--- config.mk ---
export PLATFORM = sky130hd
export DESIGN_NAME = lbd_ctrl
export DESIGN_NICKNAME = d
export VERILOG_FILES = /design/src/rtl/lbd_pkg.sv /design/src/rtl/lbd_sched.sv /design/src/rtl/lbd_filter.sv /design/src/rtl/lbd_ctrl.sv
export SDC_FILE = /design/constraint.sdc
export NUM_CORES = 1
export LEC_CHECK = 0
export ABC_AREA = 1
export BUFFER_PORTS_ARGS = -buffer_cell sky130_fd_sc_hd__buf_2
export CORE_UTILIZATION = 30
export CTS_CLUSTER_DIAMETER = 200
export DETAILED_ROUTE_END_ITERATION = 6
export GPL_ROUTABILITY_DRIVEN = 0
export HOLD_SLACK_MARGIN = 0.02
export MAX_ROUTING_LAYER = met4
export SLEW_MARGIN = 20
export SYNTH_ARGS = -nofsm -noshare
export SYNTH_HDL_FRONTEND = slang
export SYNTH_SLANG_ARGS = --single-unit
--- constraint.sdc ---
create_clock -name clk -period 1.8 [get_ports clk]
set_input_delay 0.54 -clock clk [delete_from_list [all_inputs] [get_ports clk]]
set_output_delay 0.54 -clock clk [all_outputs]
set_load 0.02 [all_outputs]
--- src/rtl/lbd_pkg.sv ---
package lbd_pkg;
  localparam int unsigned LBD_CODE_W = 5;
  typedef logic [LBD_CODE_W-1:0] lbd_code_t;
endpackage

--- src/rtl/lbd_sched.sv ---
module lbd_sched #(
  parameter int unsigned PERIOD_TICKS = 32768,
  parameter int unsigned ACTIVE_TICKS = 8
) (
  input  logic clk,
  input  logic rst,
  input  logic tick,
  input  logic run_en,
  output logic meas_en
);
  localparam int unsigned CW = (PERIOD_TICKS > 1) ? $clog2(PERIOD_TICKS) : 1;
  localparam logic [CW-1:0] LAST = CW'(PERIOD_TICKS - 1);
  localparam logic [CW:0]   ACT  = (CW+1)'(ACTIVE_TICKS);

  logic [CW-1:0] cnt;

  always_ff @(posedge clk) begin
    if (rst || !run_en) begin
      cnt     <= '0;
      meas_en <= 1'b0;
    end else begin
      meas_en <= ({1'b0, cnt} < ACT);
      if (tick) cnt <= (cnt == LAST) ? '0 : cnt + 1'b1;
    end
  end

  // measurement path is powered down while the function is off
  assert_idle_when_off_R9: assert property (@(posedge clk) disable iff (rst)
    !run_en |=> !meas_en);
endmodule

--- src/rtl/lbd_filter.sv ---
module lbd_filter
  import lbd_pkg::*;
#(
  parameter int unsigned RUN_LEN = 4
) (
  input  logic      clk,
  input  logic      rst,
  input  logic      run_en,
  input  logic      done,
  input  lbd_code_t code,
  input  lbd_code_t thr,
  input  logic      clr,
  output lbd_code_t vbat,
  output logic      flag
);
  localparam int unsigned RW = $clog2(RUN_LEN + 1);
  localparam logic [RW-1:0] LAST = RW'(RUN_LEN - 1);

  logic [RW-1:0] run;
  logic acc, low, hit;

  always_comb begin
    acc = run_en && done;
    low = code < thr;
    hit = acc && low && (run == LAST);
  end

  always_ff @(posedge clk) begin
    if (rst) begin
      run  <= '0;
      vbat <= '0;
      flag <= 1'b0;
    end else begin
      if (!run_en)  run <= '0;
      else if (acc) begin
        vbat <= code;
        run  <= (!low || hit) ? '0 : run + 1'b1;
      end
      if (hit)      flag <= 1'b1;
      else if (clr) flag <= 1'b0;
    end
  end

  assert_run_bounded_R4: assert property (@(posedge clk) disable iff (rst)
    run < RW'(RUN_LEN));
  assert_flag_needs_low_R4: assert property (@(posedge clk) disable iff (rst)
    $rose(flag) |-> $past(acc && low));
  assert_high_code_resets_R5: assert property (@(posedge clk) disable iff (rst)
    (acc && !low) |=> (run == '0));
  assert_clear_on_read_R6: assert property (@(posedge clk) disable iff (rst)
    (clr && !acc) |=> !flag);
  assert_vbat_hold_R8: assert property (@(posedge clk) disable iff (rst)
    !acc |=> $stable(vbat));
  assert_run_cleared_off_R9: assert property (@(posedge clk) disable iff (rst)
    !run_en |=> (run == '0));
endmodule

--- src/rtl/lbd_ctrl.sv ---
module lbd_ctrl
  import lbd_pkg::*;
#(
  parameter int unsigned PERIOD_TICKS = 32768,
  parameter int unsigned ACTIVE_TICKS = 8,
  parameter int unsigned RUN_LEN      = 4,
  parameter logic [LBD_CODE_W-1:0] THR_RESET = 5'h14
) (
  input  logic                  clk,
  input  logic                  rst,
  input  logic                  tick,
  input  logic                  sleep,
  input  logic                  func_en,
  input  logic                  irq_en,
  input  logic                  thr_wr,
  input  logic [LBD_CODE_W-1:0] thr_wdata,
  input  logic                  meas_done,
  input  logic [LBD_CODE_W-1:0] meas_code,
  input  logic                  stat_rd,
  output logic                  meas_en,
  output logic                  slow_osc_en,
  output logic [LBD_CODE_W-1:0] vbat_q,
  output logic [LBD_CODE_W-1:0] thr_q,
  output logic                  lbd_flag,
  output logic                  irq_n
);
  always_ff @(posedge clk) begin
    if (rst) begin
      thr_q       <= THR_RESET;
      slow_osc_en <= 1'b0;
      irq_n       <= 1'b1;
    end else begin
      if (thr_wr) thr_q <= thr_wdata;
      slow_osc_en <= func_en && sleep;
      irq_n       <= !(lbd_flag && irq_en);
    end
  end

  lbd_sched #(
    .PERIOD_TICKS(PERIOD_TICKS),
    .ACTIVE_TICKS(ACTIVE_TICKS)
  ) u_sched (
    .clk(clk), .rst(rst), .tick(tick), .run_en(func_en), .meas_en(meas_en)
  );

  lbd_filter #(
    .RUN_LEN(RUN_LEN)
  ) u_filt (
    .clk(clk), .rst(rst), .run_en(func_en), .done(meas_done),
    .code(meas_code), .thr(thr_q), .clr(stat_rd),
    .vbat(vbat_q), .flag(lbd_flag)
  );

  assert_irq_fires_R7: assert property (@(posedge clk) disable iff (rst)
    (lbd_flag && irq_en) |=> !irq_n);
  assert_irq_masked_R7: assert property (@(posedge clk) disable iff (rst)
    !irq_en |=> irq_n);
  assert_thr_write_R2: assert property (@(posedge clk) disable iff (rst)
    thr_wr |=> (thr_q == $past(thr_wdata)));
endmodule

Word level (Yosys, flattened, before mapping)
Cells that the tools add are included.

cells by class
  reductions and logical operators = 13
  mux-type cells = 4
  equal/unequal tests = 2
  add/sub/neg operators = 2
  $lt $le $gt $ge = 2
  bitwise operators = 1

operators by type and width
  kind                   count
  $add 15x1->15 const B  1
  $eq 15x15->1 const B   1
  $lt 15x4->1 const B    1
  $mux 15                1
  $logic_and 1x1->1      5
  $lt 5x5->1             1
  $add 3x1->3 const B    1
  $eq 3x2->1 const B     1
  $logic_not 1->1        3
  $mux 3                 1
  $logic_or 1x1->1       2
  $mux 1                 2
  $reduce_and 2->1       1
  $reduce_bool 2->1      1
  $reduce_or 2->1        1
  $not 1->1              1

word-level totals
  bits in registers = 32
  word-level logic and storage cells = 32

Depth between registers and ports, before layout
  word-level depth = 5
  mapped depth = 9
  mapped depth without buffers = 8

Modules after synthesis
From an unflattened synthesis, not the netlist that was laid out.

unflattened totals
  cells, all modules = 224
  area total of the unflattened synthesis = 1611.5 sq um

modules (own cells, without submodules)
  module      area each (sq um)  instances  cells an instance
  lbd_sched   847.1              1          122
  lbd_filter  504.2              1          68
  lbd_ctrl    260.2              1          34

Least setup slack after synthesis
Ideal clock, no wire load.

  path type = in2reg
  start = input meas_code[4]
  end = register u_filt.run[1]
  slack = 0.345 ns
  data arrival time = 1.384 ns
  required time = 1.728 ns
  stages on the path = 5
  library setup time = 0.072 ns
  path through = ha_1 > a21o_1 > nor2_1 > nand4_1 > a21oi_1

between the ends
  cells in the longest elaborated chain, start to end = 5

ends and longest elaborated chain
  element                         RTL line          RTL
  start, declared                 lbd_ctrl.sv:18    input logic [LBD_CODE_W-1:0] meas_code,
  $lt 5x5->1 (*)                  lbd_filter.sv:24  low = code < thr;
  $logic_and 1x1->1 (2 in a row)  lbd_filter.sv:25  hit = acc && low && (run == LAST);
  $logic_or 1x1->1 (*)            lbd_filter.sv:37  run <= (!low || hit) ? '0 : run + 1'b1;
  $mux 3 (*)                      lbd_filter.sv:37
  end signal, assigned            lbd_filter.sv:37
  end, declared                   lbd_filter.sv:19  logic [RW-1:0] run;

Every way passes the cells marked *; elsewhere a longest branch is shown, timed or not.
A chain may end at the register's enable or synchronous reset.

Final worst setup path
  start = register u_sched.cnt[1]
  end = register u_sched.cnt[13]

between the ends
  cells in the longest elaborated chain, start to end = 2

ends and longest elaborated chain
  element                                        RTL line         RTL
  start, declared                                lbd_sched.sv:15  logic [CW-1:0] cnt;
  start signal, assigned                         lbd_sched.sv:23  if (tick) cnt <= (cnt == LAST) ? '0 : cnt + 1'b1;
  $add 15x1->15 or $eq 15x15->1 (tied branches)  lbd_sched.sv:23
  $mux 15 (*)                                    lbd_sched.sv:23

Marked as above.

==> flow_metrics.py <==
metrics = {
    "sta": {
        "max_slew_margin_pct": 73.3,
        "tightest_slew_ns": 0.397,
        "rsz0062_at_grt": "no",
        "min_period_over_period_pct": 79.6,
        "fmax_ghz": 0.698,
        "period_needed_ns": 1.43,
        "hold_violations": 0,
        "finClkSkew_ns": 0.00523,
        "fin_setup_tns_ns": 0,
        "setup_viol": 0,
        "final-max-slew-violation-count": 0,
        "fin_ws_ns": 0.367,
    },
    "global_route": {
        "grt_first_pass_wirelength_um": 5620,
        "grt-ovfl-total": 0,
        "grt_pass1_vias": 1305,
        "grt_max_degree": 12,
        "antenna_found_initial": 0,
        "grtUsageTotal_pct": 14.1,
    },
    "cts": {
        "clk_pin_slew_ns": 0.07,
        "postCtsHoldBufs": 0,
        "clock_sinks": 32,
        "cts_setup_buffers": 0,
        "cts_tree": "built",
        "cts_inserted_buffers": 5,
        "cts_root_buf": "clkbuf_8",
        "cts-htree-levels": 2,
        "cts_resized": 0,
        "clock_tree.buffer_depth": 2,
        "clk_latency_ns": 0.28,
    },
    "status": {
        "status": "complete, no violations",
    },
    "synth": {
        "synth_area_leaders": "dfxtp_1 (42%), nand2_1 (11%), nor2_1 (8.8%)",
        "synthesis.nets": 241,
        "ys_ff_latch": 32,
        "synth_most_common_cell": "nand2_1",
        "ys_seq_area_share_pct": 41.8,
        "ys_warn_count": 0,
        "synth_largest_area_cell": "dfxtp_1",
        "netlist_area_mm2": 0.00153,
        "synth_top_area_share_pct": 41.8,
        "netlist_instances": 215,
        "async_flop_share_pct": 0,
        "synth_ff_type": "dfxtp_1",
        "synth.avg_cell_area_um2": 7.12,
        "synth.distinct_cells": 22,
        "synth_edf_count": 0,
        "synth_common_cells": "nand2_1 (44), nor2_1 (36), dfxtp_1 (32)",
    },
    "floorplanning": {
        "io-pin-count": 33,
        "die_w_um": 73.5,
        "dieArea_mm2": 0.00539,
        "initial_core_util_pct": 31.8,
        "core_area_mm2": 0.00482,
        "die_y_um": 73.5,
        "num_rows": 25,
    },
    "drt": {
        "wl_per_cell_um": 10.2,
        "vias": 1367,
        "dr.pass1.iters": 4,
        "drtIter0Drc": 31,
        "viasPerCell": 4.25,
        "drt-total-wl_um": 3290,
        "antenna_left": 0,
        "drc": 0,
    },
    "worst_setup_path": {
        "cp-end-kind": "flip-flop",
        "worstPathArrival_ns": 1.61,
        "criticalPathCategory": "reg -> reg",
        "cp.required_ns": 1.98,
        "worstSetupStartpointType": "flip-flop",
        "path_max_fanout": 7,
    },
    "cells_and_area": {
        "final_core_util_pct": 39.2,
        "stdcell_count": 322,
        "drive_above_1_share_pct": 20.4,
        "area_delta_synth_final_pct": 23.4,
        "diodes": 0,
        "nets": 280,
    },
    "run": {
        "maxCapViolCount": 0,
    },
    "hold_path": {
        "min_path_type": "reg -> reg",
    },
    "pwr": {
        "p_leak_nw": 0.823,
        "power.density_mw_per_mm2": 830,
        "fin_total_pwr_w": 0.00157,
        "ir_worst_vdd_v": 0.000666,
    },
    "placed_design": {
        "dp_slack_ns": 0.101,
        "port_buffers": 32,
        "hpwl_um": 2520,
        "place_inst": 314,
    },
}
[state kept, by name (all words and copies together) (netlist names)]
signal	flops
irq_n	1
slow_osc_en	1
thr_q	5
u_filt.flag	1
u_filt.run	3
u_filt.vbat	5
u_sched.cnt	15
u_sched.meas_en	1
[report_power, final]
| group | internal (W) | leakage, nW | switching (W) |
|---|---|---|---|
| sequential | 0.000728 | 0.261 | 0.00000923 |
| clock | 0.000409 | 0.0541 | 0.000275 |
| combinational | 0.0000558 | 0.508 | 0.0000931 |
[area by class of cell]
type	count	area, um2
clock buffer	5	68.8
sequential	32	641
inverter	29	109
fill	512	2930
timing repair buffer	34	175
clock inverter	3	42.5
multi-input combinational	152	771
tap	67	83.8
[stage by stage]
stage | cell area, um2 | hold WS (ns)
after global placement | 1780 | 0.423
after detailed placement | 1780 | 0.418
after global routing | 1890 | 0.444
final | 1890 | 0.435
after floorplan | 1530 | 0.443
after CTS | 1890 | 0.436
[final timing paths]
check | from | endpoint | slack, ns | depth (start not counted)
max reg2reg | u_sched.cnt[1] | u_sched.cnt[13] | 0.37 | 8
min reg2reg | u_filt.flag | irq_n | 0.43 | 1
min | u_filt.flag | irq_n | 0.43 | 1
max | u_sched.cnt[1] | u_sched.cnt[13] | 0.37 | 8
[kinds of logic after synthesis]
logic type | count (synthesis) | synth area share [%]
buffers and inverters | 31 | 7.84
adder cells (fa/ha/maj) | 7 | 5.72
AO/OA/AOI/OAI | 30 | 10.2
AND/OR/NAND/NOR | 109 | 31.0
XOR/XNOR | 6 | 3.43
flip-flops | 32 | 41.8
[layer usage]
| layer | vias to the layer above | track usage (%) | wire length [um] |
|---|---|---|---|
| met5 | - | - | 0 |
| met3 | 4 | 3.84 | 77 |
| met4 | 0 | 5.77 | 63 |
| met1 | 590 | 18.0 | 1700 |
| li1 | 763 | - | - |
| met2 | 10 | 21.0 | 1450 |
[layout by cell type, fill, tap and decap left out, types with 2 or more instances in the layout]
cell type   n
inv_1      29
nor3_1      2
a21oi_1    14
o21ai_0    13
buf_2      32
dfxtp_1    32
nand4_1     5
nand2_1    44
nor2_1     36
buf_4       2
ha_1        7
nor2_2      5
nand2_2     3
xor2_1      5
clkbuf_8    5
nand3_1    11
[worst max-delay path, stage by stage (launching register included)]
cell	delay (ns)
dfxtp_1	0.36
ha_1	0.22
nand3_1	0.11
nor2_2	0.13
nand3_2	0.12
nor2_2	0.14
nand2_2	0.08
nand2_4	0.11
nor2_1	0.06
Power figures use the tool's default switching activity.
